--- src/rtl/smm_resume_pkg.sv ---
`timescale 1ns/1ps
package smm_resume_pkg;
  typedef enum logic [3:0] {
    ACT_NONE       = 4'b0000,
    ACT_NEXT       = 4'b0001,
    ACT_AFTER_HALT = 4'b0010,
    ACT_HALT       = 4'b0100,
    ACT_IO_REEXEC  = 4'b1000
  } resume_act_e;

  typedef struct packed {
    logic halted;
    logic io_bnd;
  } entry_cap_t;
endpackage

--- src/rtl/smm_save_slots.sv ---
`timescale 1ns/1ps
module smm_save_slots
  import smm_resume_pkg::*;
#(
  parameter int SLOT_W = 16
) (
  input  logic              clk,
  input  logic              rst_n,
  input  logic              entry_take,
  input  logic              halted_i,
  input  logic              io_bnd_i,
  input  logic              wr_take,
  input  logic              wr_sel,
  input  logic [SLOT_W-1:0] wr_data,
  output entry_cap_t        cap_o,
  output logic [SLOT_W-1:0] io_slot_o,
  output logic [SLOT_W-1:0] halt_word_o
);
  localparam logic [SLOT_W-1:0] SLOT_ZERO = '0;

  entry_cap_t        cap_q, cap_d;
  logic [SLOT_W-1:0] io_q, io_d, hw_q, hw_d;

  always_comb begin
    cap_d = cap_q;
    io_d  = io_q;
    hw_d  = hw_q;
    if (entry_take) begin
      cap_d.halted = halted_i;
      cap_d.io_bnd = io_bnd_i;
      io_d         = SLOT_ZERO;
      hw_d         = {{(SLOT_W-1){1'b0}}, halted_i};
    end else if (wr_take) begin
      if (wr_sel) hw_d = wr_data;
      else        io_d = wr_data;
    end
  end

  always_ff @(posedge clk or negedge rst_n) begin
    if (!rst_n) begin
      cap_q <= '0;
      io_q  <= SLOT_ZERO;
      hw_q  <= SLOT_ZERO;
    end else begin
      cap_q <= cap_d;
      io_q  <= io_d;
      hw_q  <= hw_d;
    end
  end

  assign cap_o       = cap_q;
  assign io_slot_o   = io_q;
  assign halt_word_o = hw_q;
endmodule

--- src/rtl/smm_resume_decode.sv ---
`timescale 1ns/1ps
module smm_resume_decode
  import smm_resume_pkg::*;
#(
  parameter int              SLOT_W     = 16,
  parameter logic [SLOT_W-1:0] REEXEC_VAL = 16'h00FF
) (
  input  entry_cap_t        cap_i,
  input  logic              halt_flag_i,
  input  logic [SLOT_W-1:0] io_slot_i,
  output resume_act_e       act_o,
  output logic              err_o
);
  logic io_zero, io_magic, bad_halt, bad_io;

  always_comb begin
    io_zero  = (io_slot_i == '0);
    io_magic = (io_slot_i == REEXEC_VAL);
    bad_halt = !cap_i.halted && halt_flag_i;
    bad_io   = !io_zero && (!cap_i.io_bnd || !io_magic);
    err_o    = bad_halt || bad_io;
    if (err_o)                   act_o = ACT_NEXT;
    else if (io_magic)           act_o = ACT_IO_REEXEC;
    else if (!cap_i.halted)      act_o = ACT_NEXT;
    else if (halt_flag_i)        act_o = ACT_HALT;
    else                         act_o = ACT_AFTER_HALT;
  end
endmodule

--- src/rtl/smm_action_reg.sv ---
`timescale 1ns/1ps
module smm_action_reg
  import smm_resume_pkg::*;
(
  input  logic        clk,
  input  logic        rst_n,
  input  logic        fire_i,
  input  resume_act_e act_i,
  input  logic        err_i,
  output logic        valid_o,
  output logic [3:0]  act_o,
  output logic        err_o
);
  logic       valid_q, valid_d, err_q, err_d;
  logic [3:0] act_q, act_d;

  always_comb begin
    valid_d = fire_i;
    act_d   = fire_i ? act_i : ACT_NONE;
    err_d   = fire_i && err_i;
  end

  always_ff @(posedge clk or negedge rst_n) begin
    if (!rst_n) begin
      valid_q <= 1'b0;
      act_q   <= 4'b0000;
      err_q   <= 1'b0;
    end else begin
      valid_q <= valid_d;
      act_q   <= act_d;
      err_q   <= err_d;
    end
  end

  assign valid_o = valid_q;
  assign act_o   = act_q;
  assign err_o   = err_q;
endmodule

--- src/rtl/smm_resume_ctl.sv ---
`timescale 1ns/1ps
module smm_resume_ctl
  import smm_resume_pkg::*;
#(
  parameter int                SLOT_W     = 16,
  parameter logic [SLOT_W-1:0] REEXEC_VAL = 16'h00FF
) (
  input  logic              clk,
  input  logic              rst_n,
  input  logic              entry_i,
  input  logic              halted_i,
  input  logic              io_boundary_i,
  input  logic              rsm_req_i,
  input  logic              reg_wr_i,
  input  logic              reg_sel_i,
  input  logic [SLOT_W-1:0] reg_wdata_i,
  output logic [SLOT_W-1:0] reg_rdata_o,
  output logic              in_smm_o,
  output logic              act_valid_o,
  output logic [3:0]        act_o,
  output logic              act_err_o
);
  logic              in_smm_q, in_smm_d;
  logic              entry_take, rsm_take, wr_take;
  entry_cap_t        cap;
  logic [SLOT_W-1:0] io_slot_q, halt_word_q;
  resume_act_e       dec_act;
  logic              dec_err;

  always_comb begin
    entry_take = entry_i && !in_smm_q;
    rsm_take   = rsm_req_i && in_smm_q;
    wr_take    = reg_wr_i && in_smm_q && !rsm_req_i;
    in_smm_d   = in_smm_q;
    if (entry_take)    in_smm_d = 1'b1;
    else if (rsm_take) in_smm_d = 1'b0;
  end

  always_ff @(posedge clk or negedge rst_n) begin
    if (!rst_n) in_smm_q <= 1'b0;
    else        in_smm_q <= in_smm_d;
  end

  smm_save_slots #(.SLOT_W(SLOT_W)) u_slots (
    .clk        (clk),
    .rst_n      (rst_n),
    .entry_take (entry_take),
    .halted_i   (halted_i),
    .io_bnd_i   (io_boundary_i),
    .wr_take    (wr_take),
    .wr_sel     (reg_sel_i),
    .wr_data    (reg_wdata_i),
    .cap_o      (cap),
    .io_slot_o  (io_slot_q),
    .halt_word_o(halt_word_q)
  );

  smm_resume_decode #(.SLOT_W(SLOT_W), .REEXEC_VAL(REEXEC_VAL)) u_dec (
    .cap_i      (cap),
    .halt_flag_i(halt_word_q[0]),
    .io_slot_i  (io_slot_q),
    .act_o      (dec_act),
    .err_o      (dec_err)
  );

  smm_action_reg u_out (
    .clk    (clk),
    .rst_n  (rst_n),
    .fire_i (rsm_take),
    .act_i  (dec_act),
    .err_i  (dec_err),
    .valid_o(act_valid_o),
    .act_o  (act_o),
    .err_o  (act_err_o)
  );

  assign reg_rdata_o = reg_sel_i ? halt_word_q : io_slot_q;
  assign in_smm_o    = in_smm_q;
endmodule

--- config.mk ---
export PLATFORM = sky130hd
export DESIGN_NAME = smm_resume_ctl
export DESIGN_NICKNAME = d
export VERILOG_FILES = /design/src/rtl/smm_resume_pkg.sv /design/src/rtl/smm_save_slots.sv /design/src/rtl/smm_resume_decode.sv /design/src/rtl/smm_action_reg.sv /design/src/rtl/smm_resume_ctl.sv
export SDC_FILE = /design/constraint.sdc
export NUM_CORES = 1
export LEC_CHECK = 0
export CAP_MARGIN = 20
export CORE_MARGIN = 2
export CORE_UTILIZATION = 44
export CTS_CLUSTER_SIZE = 10
export DETAILED_ROUTE_END_ITERATION = 10
export PLACE_DENSITY = 0.76
export SYNTH_ARGS = -nofsm -noshare
export SYNTH_HDL_FRONTEND = slang
export SYNTH_SLANG_ARGS = --single-unit
--- constraint.sdc ---
create_clock -name clk -period 1.31 [get_ports clk]
set_input_delay 0.262 -clock clk [delete_from_list [all_inputs] [get_ports clk]]
set_output_delay 0.262 -clock clk [all_outputs]
set_load 0.02 [all_outputs]
# Yosys cells after proc, flatten, opt, wreduce, memory -nomap -nowiden
# Index checks and enable logic that the tools add are counted.
# totals
wordCells,45
reg_bits,41
inputBits,24
output_inout_bits,23
# op_classes
eq_ne,2
n_reduce_logical,21
muxes,14
# ops
op,count
$mux 16,7
$eq 16x8->1 const B,1
$logic_not 16->1,1
$mux 4,4
$logic_and 1x1->1,7
$logic_not 1->1,6
$reduce_bool 2->1,3
$reduce_and 2->1,2
$mux 3,1
$logic_or 1x1->1,2
$mux 1,2
$ne 2x1->1 const B,1

# Depth between registers and ports, before layout
# Gate-level depths: netlist (run 1).
# logic_depth
ltp_word,7
depth_mapped,7
depth_no_buf,4

# By module
# From an unflattened synthesis (run 1), not the netlist that was laid out.
# hier_totals
hier_cells,201
area_unflattened_um2,2028.2
# by_module_without_submodules
module,n_inst,cells_per_inst,area_each_um2,seq_area_each_um2
smm_save_slots,1,148,1415.1,850.8
smm_resume_ctl,1,24,302.8,25.0
smm_action_reg,1,11,181.4,150.1
smm_resume_decode,1,18,128.9,0.0

# Least setup slack after synthesis (run 1)
# No wires, ideal clock.
# synth_timing
path_type,register -> register
start,register in_smm_q (netlist: in_smm_o)
end,register u_slots.hw_q[10] (netlist: u_slots.halt_word_o[10])
period_less_slack_ns,1.333
path_stages_with_launch,5
arrival_ns,1.210
t_required_ns,1.186
slack_ns,-0.023
n_path_buf,2
setup_ns,0.124
path_cell_list,dfrtp_1 > nor2b_2 > buf_2 > buf_2 > a21oi_1
# synth_via
elab_chain_cells,4
word_cells_on_any_way,8
cone_classes,1 x mux; 7 x reduce/logical
# synth_lines
element,line_no,source
"start, declared",smm_resume_ctl.sv:23,"logic in_smm_q, in_smm_d;"
"start signal, assigned",smm_resume_ctl.sv:41,else in_smm_q <= in_smm_d;
$logic_not 1->1 or $logic_and 1x1->1 (tied branches),"smm_resume_ctl.sv:31, smm_resume_ctl.sv:33",
$logic_and 1x1->1 (on tied branches),"smm_resume_ctl.sv:31, smm_resume_ctl.sv:33",
$reduce_bool 2->1 (no line),n/a,
$reduce_and 2->1 (no line),n/a,
"end signal, assigned",smm_save_slots.sv:47,hw_q <= hw_d;
"end, declared",smm_save_slots.sv:22,"logic [SLOT_W-1:0] io_q, io_d, hw_q, hw_d;"
# Parallel ways exist; a longest one is shown, timed or not.
# A chain may end at the register's enable or synchronous reset.

# Worst setup path after layout (run 1)
# layout_timing
start,register u_slots.io_q[8] (netlist: u_slots.io_slot_o[8])
end,output reg_rdata_o[8]
# layout_via
elab_chain_cells,1
# layout_lines
element,line_no,source
"start, declared",smm_save_slots.sv:22,
"start signal, assigned",smm_save_slots.sv:46,io_q <= io_d;
$mux 16,smm_resume_ctl.sv:77,assign reg_rdata_o = reg_sel_i ? halt_word_q : io_slot_q;
"end, declared",smm_resume_ctl.sv:17,"output logic [SLOT_W-1:0] reg_rdata_o,"
# Every way passes these cells.

==> qor.yml, run 1 <==
run_status:
  status: "finished with violations"
  violations: "setup timing"
setup_path:
  required_ns: 1.05
  cp_slowest_cell: "dfrtp_1"
  reg2reg_from: "u_slots.io_slot_o[9]"
  slowest_delay_ns: 0.41
  startpoint_type: "flop"
  cp_max_fo: 3
  worstSetupStartpoint: "u_slots.io_slot_o[8]"
  critPathCaptureType: "output pin"
  cp.arrival_ns: 1.24
  reg2reg_depth: 5
  crit_chain: "buf_4 -> mux2_4 -> buf_6"
  crit_type: "flop to output pin"
logic_synthesis:
  yosys.area_share.simple_pct: 25.94
  synth_area_leaders: "dfrtp_1 53%, nand2_1 13%, mux2_2 9.4%, a21oi_1 4.4%, nand3_1 4.4%"
  synth_area_per_cell_um2: 9.622
  syn_area_um2: 1924
  synth_fa_ha_area_share_pct: 0
  yosys_register_bits: 41
  synth_top_area_share_pct: 53.32
  synth_top_family_by_area: "simple AND/OR/NAND/NOR gates"
  synth-xor-area-share_pct: 0
  syn_nets: 224
  ys_types: 24
  seq_area_frac_synth_pct: 53.32
  synthMuxAreaShare_pct: 9.883
  synth_top_cell_by_area: "dfrtp_1"
  synthCells: 200
  ys_warn_count: 0
  synth-compound-area-share_pct: 5.722
grt:
  track_usage_pct: 20.87
  gr-total-overflow: 0
  grt_pass1_wl_um: 7969
  grt_max_degree: 42
  grt_pass1_vias: 1678
  antenna_found_initial: 0
route:
  dr_wl_met3_um: 248
  ant_nets: 0
  vias_per_cell: 5.161
  vias: 1703
  dr_wl_met2_um: 2546
  wl_met1_um: 1990
  top_layer: "met4"
  post_drt_wl_per_cell_um: 14.80
  drtIter0Drc: 130
  drt-total-wl_um: 4883
  first_pass_iters: 4
  drc_errors: 0
floorplan:
  initial_core_util_pct: 44.81
  coreArea_um2: 4294
  die_x_um: 70.13
  die-area_um2: 4918
  die_height_um: 70.13
  row_count: 24
  io_pins: 47
power_and_ir_drop:
  total_power_mw: 3.584
  powerDensity_nw_per_um2: 1242
  cellLeakagePower_nw: 1.450
  vdd_drop_max_mv: 0.6685
timing:
  whs_ns: 0.4619
  post-route-period-util_pct: 114.7
  skew_ns: 0.003356
  min_period_ns: 1.502
  worst_pin_slew_ns: 0.2789
  slew_viol_final: 0
  final_hold_viol_count: 0
  clock.fmax_ghz: 0.6657
  slew_headroom_pct: 81.36
  fin_ws_ns: -0.1921
  setup_viol: 21
  tns_ns: -1.635
  rsz0062_at_grt: "true"
final_layout:
  stdcell_area_um2: 2887
  fin_nets: 301
  area_growth_syn_to_layout_pct: 50.00
  fillerInstances: 356
  drive_gt1_share_pct: 31.29
  diodes: 0
  instances_no_fill: 330
clock_tree:
  cts_sinks: 41
  cts_max_path_buffers: 2
  h-tree-depth: 2
  cts_tree: "yes"
  clk_latency_ns: 0.29
  cts_buffers: 5
  root_buffer: "clkbuf_8"
  path_clk_slew_ns: 0.07
placement:
  routabilityCongestion: 0.7865
  placed_area_um2: 2618
  placedCellCount: 315
  post-dp-hpwl_um: 3309
  port_buffers: 46
min_path:
  hold_class: "primary input to asynchronous set/reset pin"
flow_run:
  drv_cap: 0
report_power, final:
part	total, mW	switching (mW)	leakage [nW]	internal, mW
clock	1.05	0.429	0.0585	0.621
sequential	1.49	0.0920	0.550	1.40
combinational	1.04	0.495	0.842	0.544
total	3.58	1.02	1.45	2.57
layout make-up:
| cell class | count | area, um2 | share of cell area (%) |
|---|---|---|---|
| Tap cell | 52 | 65.06 | 2.254 |
| Clock buffer | 7 | 86.33 | 2.991 |
| Inverter | 3 | 11.26 | 0.3901 |
| Multi-Input combinational cell | 144 | 879.6 | 30.47 |
| Timing Repair Buffer | 82 | 788.3 | 27.31 |
| Clock inverter | 1 | 30.03 | 1.040 |
| Sequential cell | 41 | 1026 | 35.54 |
worst max-delay path, delay by kind of cell, from the launching register on:
family | cells | cell delay [ns]
flip-flops | 1 | 0.41
buffers and inverters | 2 | 0.27
multiplexers | 1 | 0.26
worst paths after layout:
kind | slack, ns | endpoint
setup / recovery | -0.19 | reg_rdata_o[8]
hold / removal | 0.46 | in_smm_o
setup reg to reg | -0.16 | u_out.act_o[0]
hold reg to reg | 0.51 | u_slots.io_slot_o[12]
max in group asynchronous | 0.64 | u_out.act_o[1]
min in group clk | 0.51 | u_slots.io_slot_o[12]
cell families (layout without fill, tap and decap cells):
logic type	count (synthesis)	in the layout
compound gates	21	21
buf+inv	15	93
flops	41	41
mux	17	17
simple gates	106	106
sequential cells by signal (all words and copies together), names as in the netlist:
name / flops
in_smm_o: 1
u_out.act_o: 4
u_out.err_o: 1
u_out.valid_o: 1
u_slots.cap_o: 2
u_slots.halt_word_o: 16
u_slots.io_slot_o: 16
synth_stat cells:
| cell type | count |
|---|---|
| nand2_1 | 68 |
| dfrtp_1 | 41 |
| a21oi_1 | 17 |
| nand3_1 | 17 |
| mux2_2 | 16 |
| buf_2 | 7 |
| nor2_1 | 5 |
| buf_6 | 4 |
| nor4_1 | 4 |
| and4_1 | 3 |
| inv_1 | 3 |
| nand2b_1 | 2 |
| o21bai_1 | 2 |
| and4b_1 | 1 |
| and4bb_1 | 1 |
| buf_4 | 1 |
| mux2i_1 | 1 |
| nand4_1 | 1 |
| nand4b_1 | 1 |
| nor2_8 | 1 |
| nor2b_2 | 1 |
| nor3_2 | 1 |
| o21ai_0 | 1 |
| o21ai_1 | 1 |
placed cells by master, fill, tap and decap left out, drive strengths merged:
master / Yosys / routed
clkbuf: 0 / 8
nand2b: 2 / 2
dlygate4sd3: 0 / 1
dlygate4sd2: 0 / 6
mux2i: 1 / 1
o21bai: 2 / 2
nand4b: 1 / 1
a21oi: 17 / 17
and4b: 1 / 1
inv: 3 / 3
dfrtp: 41 / 41
mux2: 16 / 16
and4: 3 / 3
clkdlybuf4s50: 0 / 21
buf: 12 / 53
and4bb: 1 / 1
nor2: 6 / 6
nand4: 1 / 1
nor3: 1 / 1
nand3: 17 / 17
nor4: 4 / 4
o21ai: 2 / 2
bufinv: 0 / 1
nand2: 68 / 68
nor2b: 1 / 1
timing repair:
action | 4_1_cts | 5_1_grt
buffers inserted | 1 | 4
hold buffers | 1 | 0
pin swaps | 4 | 5
endpoints found under the setup margin | 60 | 23
hold endpoints to repair | 41 | 0
resized for setup | 120 | 10
cloned | 1 | 0
per-layer routing:
layer,up-vias,global-route usage (%)
met5,-,0
met4,0,8.120
met2,54,35.56
li1,829,-
met3,11,4.762
met1,809,25.73
through the flow:
| step | setup slack, ns | utilization (%) |
|---|---|---|
| 3_5_place_dp | -0.7833 | 60.96 |
| 4_1_cts | -0.1417 | 65.88 |
| 5_1_grt | -0.2952 | 67.22 |
| 3_3_place_gp | -0.7843 | 60.96 |
| 6_report | -0.1921 | 67.22 |
| 2_1_floorplan | 0.0005809 | - |
Power figures use the tool's default switching activity.
==> run 2: changes to the inputs <==
CORE_UTILIZATION = 46   (was 44)
CTS_BUF_LIST = sky130_fd_sc_hd__clkbuf_4   (was default)
MAX_ROUTING_LAYER = met4   (was default)
PLACE_DENSITY = 0.79   (was 0.76)
==> run 2 against run 1 <==
  * The run still ends with setup timing left
  * Clock power fell by 23%
  * Clock skew grew 0.0037 ns
  * Critical path depth grew 2
  * Sequential power hardly changed
  * Via count shrank 1.1%
  * Final area down 2.7%
  * First-iteration DRC count shrank 14%
  * Register-to-register slack got worse by 0.03 ns
  * Critical path type is now flop to flop
  * Largest cell class unchanged
  * Largest power group unchanged
==> qor.yml, run 2 (same netlist as run 1, synthesis figures left out) <==
power_and_ir_drop:
  p_int_mw: 2.348  # -8.6%
  power.share.sequential_pct: 45.0  # +3.3 points
  combPwrFrac_pct: 30.7  # +1.7 points
  clock_power_share_pct: 24.4  # -4.9 points
  swShare_pct: 29.55  # +1.2 points
  vdd_drop_max_mv: 0.9115  # +36%
  powerDensity_nw_per_um2: 1187  # -4.4%
  cellLeakagePower_nw: 1.388  # -4.3%
  p_switching_mw: 0.9849  # -3.1%
setup_path:
  reg2reg_depth: 5  # unchanged
  required_ns: 1.54  # +0.49 ns
  cp.arrival_ns: 1.73  # +0.49 ns
  startpoint_type: "flop"
  reg2reg_to: "u_out.act_o[0]"
  cp_max_fo: 3  # unchanged
  crit_buf_inv: 1  # -1
  critPathCaptureType: "flop"
  r2r_setup_slack_ns: -0.19  # -0.03 ns
  crit_chain: "nor4_4 -> buf_4 -> and4_4 -> o21bai_1 -> a21oi_1"
  path_delay_family: "simple AND/OR/NAND/NOR gates"
  slowest_delay_ns: 0.44  # +0.03 ns
  crit_type: "flop to flop"
  cp_slowest_cell: "dfrtp_1"
  reg2reg_from: "u_slots.io_slot_o[11]"
run_status:
  status: "finished with violations"
  violations: "setup timing"
grt:
  gr-total-overflow: 0  # unchanged
  grt_pass1_vias: 1647  # -1.8%
  antenna_found_initial: 0  # unchanged
  grt_pass1_wl_um: 7638  # -4.2%
  grt_max_degree: 42  # unchanged
  track_usage_pct: 23.42  # +2.5 points
route:
  first_pass_iters: 4  # unchanged
  drtIter0Drc: 112  # -14%
  drc_errors: 0  # unchanged
  post_drt_wl_per_cell_um: 14.89  # +0.66%
  vias: 1685  # -1.1%
  drt-total-wl_um: 4811  # -1.5%
  vias_per_cell: 5.217  # +1.1%
  ant_nets: 0  # unchanged
min_path:
  hold_class: "primary input to asynchronous set/reset pin"
clock_tree:
  cts_sinks: 41  # unchanged
  clk_latency_ns: 0.35  # +0.06 ns
  cts_max_path_buffers: 2  # unchanged
  h-tree-depth: 2  # unchanged
  path_clk_slew_ns: 0.12  # +0.05 ns
  cts_buffers: 5  # unchanged
  root_buffer: "clkbuf_4"
  cts_tree: "yes"
floorplan:
  io_pins: 47  # unchanged
  coreArea_um2: 4000  # -6.8%
  die-area_um2: 4717  # -4.1%
  row_count: 23  # -4.2%
  die_height_um: 68.68  # -2.1%
  initial_core_util_pct: 48.11  # +3.3 points
  die_x_um: 68.68  # -2.1%
final_layout:
  final_common_cell: "nand2_1"
  area_growth_syn_to_layout_pct: 45.90
  diodes: 0  # unchanged
  fillerInstances: 312  # -12%
  fin_nets: 296  # -1.7%
  drive_gt1_share_pct: 34.07  # +2.8 points
  layout_common_cells: "68 x nand2_1, 40 x dfrtp_1, 23 x buf_4, 21 x clkdlybuf4s50_1, 19 x buf_6"
  stdcell_area_um2: 2808  # -2.7%
timing:
  skew_ns: 0.007070  # +0.003714 ns
  worst_pin_slew_ns: 0.2646  # -0.01438 ns
  slew_viol_final: 0  # unchanged
  whs_ns: 0.4025  # -0.05941 ns
  slew_headroom_pct: 82.33  # +0.96 points
  min_period_ns: 1.501  # -0.0007300 ns
  fin_ws_ns: -0.1914  # +0.0007300 ns
  setup_viol: 21  # unchanged
  post-route-period-util_pct: 114.6  # about the same
  final_hold_viol_count: 0  # unchanged
  clock.fmax_ghz: 0.6661  # about the same
  rsz0062_at_grt: "true"
placement:
  routabilityCongestion: 0.7770  # -1.2%
  post-dp-hpwl_um: 3180  # -3.9%
  placed_area_um2: 2577  # -1.5%
  port_buffers: 46  # unchanged
flow_run:
  drv_cap: 0  # unchanged
## run 2: layout make-up
class | count | area (um2) | share of cell area, %
tap | 50 | 62.56 | 2.228
multi-input combinational | 144 | 888.4 | 31.64
timing repair buffer | 77 | 739.5 | 26.34
clock inverter | 2 | 33.78 | 1.203
sequential | 41 | 1027 | 36.59
clock buffer | 6 | 45.04 | 1.604
inverter | 3 | 11.26 | 0.4011
## run 2: worst max-delay path by stage
stage | to | cells after the start | from
final | u_out.act_o[0] | 5 | u_slots.io_slot_o[11]
after global routing | u_out.act_o[0] | 5 | u_slots.io_slot_o[13]
after CTS | reg_rdata_o[9] | 2 | u_slots.io_slot_o[9]
after detailed placement | reg_rdata_o[0] | 4 | reg_sel_i
after global placement | reg_rdata_o[0] | 4 | reg_sel_i
after floorplan | u_slots.io_slot_o[10] | 6 | in_smm_o
## run 2: metrics by stage
step / setup slack, ns / utilization (%) / setup TNS [ns] / std cells / total power [mW]
after floorplan: 0.0005809 / - / 0 / 200 / 1.959
after global placement: -0.7973 / 64.44 / -25.97 / 308 / 2.382
after detailed placement: -0.7895 / 64.44 / -26.74 / 308 / 2.407
after CTS: -0.1834 / 69.60 / -2.862 / 323 / 3.321
after global routing: -0.2570 / 70.19 / -3.839 / 323 / 3.516
final: -0.1914 / 70.19 / -2.642 / 323 / 3.332
## run 2: metal layers
layer  wire length (um)  track usage [%]  vias to the layer above  share of wire, %
met5                  0                -                        -                 0
li1                   -                -                      815                 -
met2               2524            38.58                       46                52
met3                212            5.682                        6               4.4
met4                 48            8.000                        0               1.0
met1               2025            28.15                      818                42
## run 2: power by group through the flow
stage	clock network, mW	logic (mW)	registers [mW]
after floorplan	0	0.431	1.53
after detailed placement	0	0.892	1.51
after global routing	0.898	1.10	1.51
after CTS	0.837	0.993	1.49
after global placement	0	0.876	1.51
final	0.812	1.02	1.50
## run 2: tightest hold or removal path: stages
cell	delay (ns)
dlygate4sd3_1	0.52
buf_2	0.12
buf_12	0.22
## run 2: repair_timing
| item | in CTS | in global routing |
|---|---|---|
| hold buffers | 1 | 0 |
| setup endpoints to repair | 48 | 47 |
| buffers inserted | 5 | 0 |
| pin swaps | 6 | 3 |
| gates cloned | 1 | 0 |
| hold endpoints to repair | 41 | 0 |
| gates resized for setup | 123 | 25 |
==> run 3: changes to the inputs <==
CORE_MARGIN = 1.5   (was 2)
CORE_UTILIZATION = 44   (was 46)
CTS_BUF_LIST = default   (was sky130_fd_sc_hd__clkbuf_4)
PLACE_DENSITY = 0.76   (was 0.79)
==> run 3 against run 2 <==
  * Setup slack worse by 0.043 ns
  * Highest routed layer unchanged
  * Hold slack better by 0.050 ns
  * Largest power group unchanged
  * Critical path depth down 2
  * Final area up 3.4%
  * Register-to-register slack about the same
  * The flow still finishes with violations (setup timing)
  * Sequential share of layout area down 1.2 points
  * Combinational power about the same
  * Utilization up 0.35 points
  * Clock skew about the same
==> qor.yml, run 3 (same netlist as run 1, synthesis figures left out) <==
setup_path:
  reg2reg_depth: 5  # unchanged
  r2r_setup_slack_ns: -0.19  # about the same
  critPathCaptureType: "output pin"
  required_ns: 1.05  # -0.49 ns
  crit_type: "flop to output pin"
  startpoint_type: "flop"
  reg2reg_to: "u_out.err_o"
  cp_max_fo: 3  # unchanged
  cp.arrival_ns: 1.28  # -0.45 ns
  reg2reg_from: "u_slots.io_slot_o[13]"
grt:
  grt_pass1_vias: 1691  # +2.7%
  grt_max_degree: 42  # unchanged
  gr-total-overflow: 0  # unchanged
  track_usage_pct: 21.77  # -1.6 points
  antenna_found_initial: 0  # unchanged
  grt_pass1_wl_um: 7935  # +3.9%
power_and_ir_drop:
  power.share.sequential_pct: 42.4  # -2.6 points
  cellLeakagePower_nw: 1.467  # +5.7%
  total_power_mw: 3.529  # +5.9%
  vdd_drop_max_mv: 0.7632  # -16%
  clock_power_share_pct: 27.7  # +3.3 points
  swShare_pct: 28.94  # -0.61 points
  p_int_mw: 2.508  # +6.8%
  powerDensity_nw_per_um2: 1216  # +2.4%
  combPwrFrac_pct: 29.9  # -0.8 points
  p_switching_mw: 1.021  # +3.7%
floorplan:
  coreArea_um2: 4115  # +2.9%
  initial_core_util_pct: 46.76  # -1.3 points
  die-area_um2: 4779  # +1.3%
  io_pins: 47  # unchanged
  die_height_um: 69.13  # +0.66%
  die_x_um: 69.13  # +0.66%
  row_count: 23  # unchanged
final_layout:
  area_growth_syn_to_layout_pct: 50.85
  layout_common_cells: "67 x nand2_1, 41 x dfrtp_1, 28 x buf_4, 19 x clkdlybuf4s50_1, 19 x buf_6"
  instances_no_fill: 326  # +0.93%
  diodes: 0  # unchanged
  fin_nets: 300  # +1.4%
  final_common_cell: "nand2_1"
  fillerInstances: 311  # -0.32%
  drive_gt1_share_pct: 33.33  # -0.73 points
timing:
  rsz0062_at_grt: "true"
  worst_pin_slew_ns: 0.2665  # +0.001894 ns
  post-route-period-util_pct: 117.9  # +3.3 points
  clock.fmax_ghz: 0.6477  # -2.8%
  slew_viol_final: 0  # unchanged
  slew_headroom_pct: 82.07  # -0.25 points
  min_period_ns: 1.544  # +0.04258 ns
  setup_viol: 21  # unchanged
  fin_ws_ns: -0.2340  # -0.04258 ns
  skew_ns: 0.007557  # +0.0004864 ns
  final_hold_viol_count: 0  # unchanged
min_path:
  hold_class: "primary input to asynchronous set/reset pin"
route:
  ant_nets: 0  # unchanged
  drtIter0Drc: 147  # +31%
  vias: 1709  # +1.4%
  drt-total-wl_um: 4983  # +3.6%
  vias_per_cell: 5.242  # +0.49%
  post_drt_wl_per_cell_um: 15.29  # +2.6%
  drc_errors: 0  # unchanged
  first_pass_iters: 4  # unchanged
placement:
  placedCellCount: 312  # +1.3%
  post-dp-hpwl_um: 3076  # -3.3%
  port_buffers: 46  # unchanged
  routabilityCongestion: 0.7917  # +1.9%
  place_ws_ns: -0.7813  # +0.008231 ns
clock_tree:
  h-tree-depth: 2  # unchanged
  cts_max_path_buffers: 2  # unchanged
  path_clk_slew_ns: 0.08  # -0.04 ns
  cts_sinks: 41  # unchanged
  clk_latency_ns: 0.30  # -0.05 ns
  cts_buffers: 5  # unchanged
  cts_tree: "yes"
  root_buffer: "clkbuf_8"
run_status:
  violations: "setup timing"
  status: "finished with violations"
flow_run:
  drv_cap: 0  # unchanged
run 3: stage by stage:
| stage | util (%) | setup TNS [ns] | hold slack (ns) | area (um2) |
|---|---|---|---|---|
| 3_5_place_dp | 63.36 | -26.26 | 0.2476 | 2608 |
| 4_1_cts | 67.80 | -1.381 | 0.4650 | 2790 |
| 3_3_place_gp | 63.36 | -26.06 | 0.2477 | 2608 |
| 2_1_floorplan | - | 0 | -0.03359 | 1929 |
| 5_1_grt | 70.54 | -2.753 | 0.4871 | 2903 |
| 6_report | 70.54 | -1.747 | 0.4528 | 2903 |
run 3: how the worst max path moves through the flow:
stage / from / endpoint / cells past startpoint / slack, ns
after floorplan: in_smm_o / u_slots.io_slot_o[10] / 6 / 0.0006
after global placement: reg_sel_i / reg_rdata_o[5] / 4 / -0.79
after detailed placement: reg_sel_i / reg_rdata_o[11] / 4 / -0.78
after CTS: u_slots.io_slot_o[13] / u_out.err_o / 5 / -0.14
after global routing: u_slots.io_slot_o[13] / u_out.act_o[0] / 5 / -0.31
final: u_slots.io_slot_o[13] / reg_rdata_o[13] / 3 / -0.23
run 3: cell type report:
| cell class | instances | area [um2] | share of cell area (%) |
|---|---|---|---|
| flip-flops and latches | 41 | 1026 | 35.34 |
| multi-input cells | 144 | 899.6 | 30.99 |
| repair buffers | 81 | 799.5 | 27.54 |
| clock buffers | 5 | 68.82 | 2.371 |
| well taps | 50 | 62.56 | 2.155 |
| clock inverters | 2 | 35.03 | 1.207 |
| inverters | 3 | 11.26 | 0.3879 |
run 3: timing repair:
| item | CTS | global route |
|---|---|---|
| gates resized for setup | 117 | 24 |
| cloned | 1 | 0 |
| setup endpoints to repair | 60 | 42 |
| endpoints found under the hold margin | 41 | 0 |
| pin swaps | 1 | 3 |
| hold buffers | 1 | 0 |
| buffers inserted | 1 | 4 |
run 3: worst max-delay path, cell delays in order, from the launching register on:
cell	delay (ns)
dfrtp_1	0.44
buf_4	0.16
mux2_2	0.26
buf_6	0.13
run 3: power groups by stage:
stage	clock, mW	combinational (mW)	sequential [mW]
global route	1.05	1.14	1.51
finish	0.978	1.05	1.50
CTS	0.992	0.971	1.48
floorplan	0	0.431	1.53
global placement	0	0.899	1.50
detailed placement	0	0.912	1.51
run 3: layer usage:
layer / vias to the layer above / part of all wire, % / GRT usage [%]
li1: 821 / - / -
met1: 832 / 40 / 26.02
met2: 46 / 53 / 35.58
met3: 10 / 4.5 / 5.409
met4: 0 / 2.0 / 8.279
met5: - / 0 / -
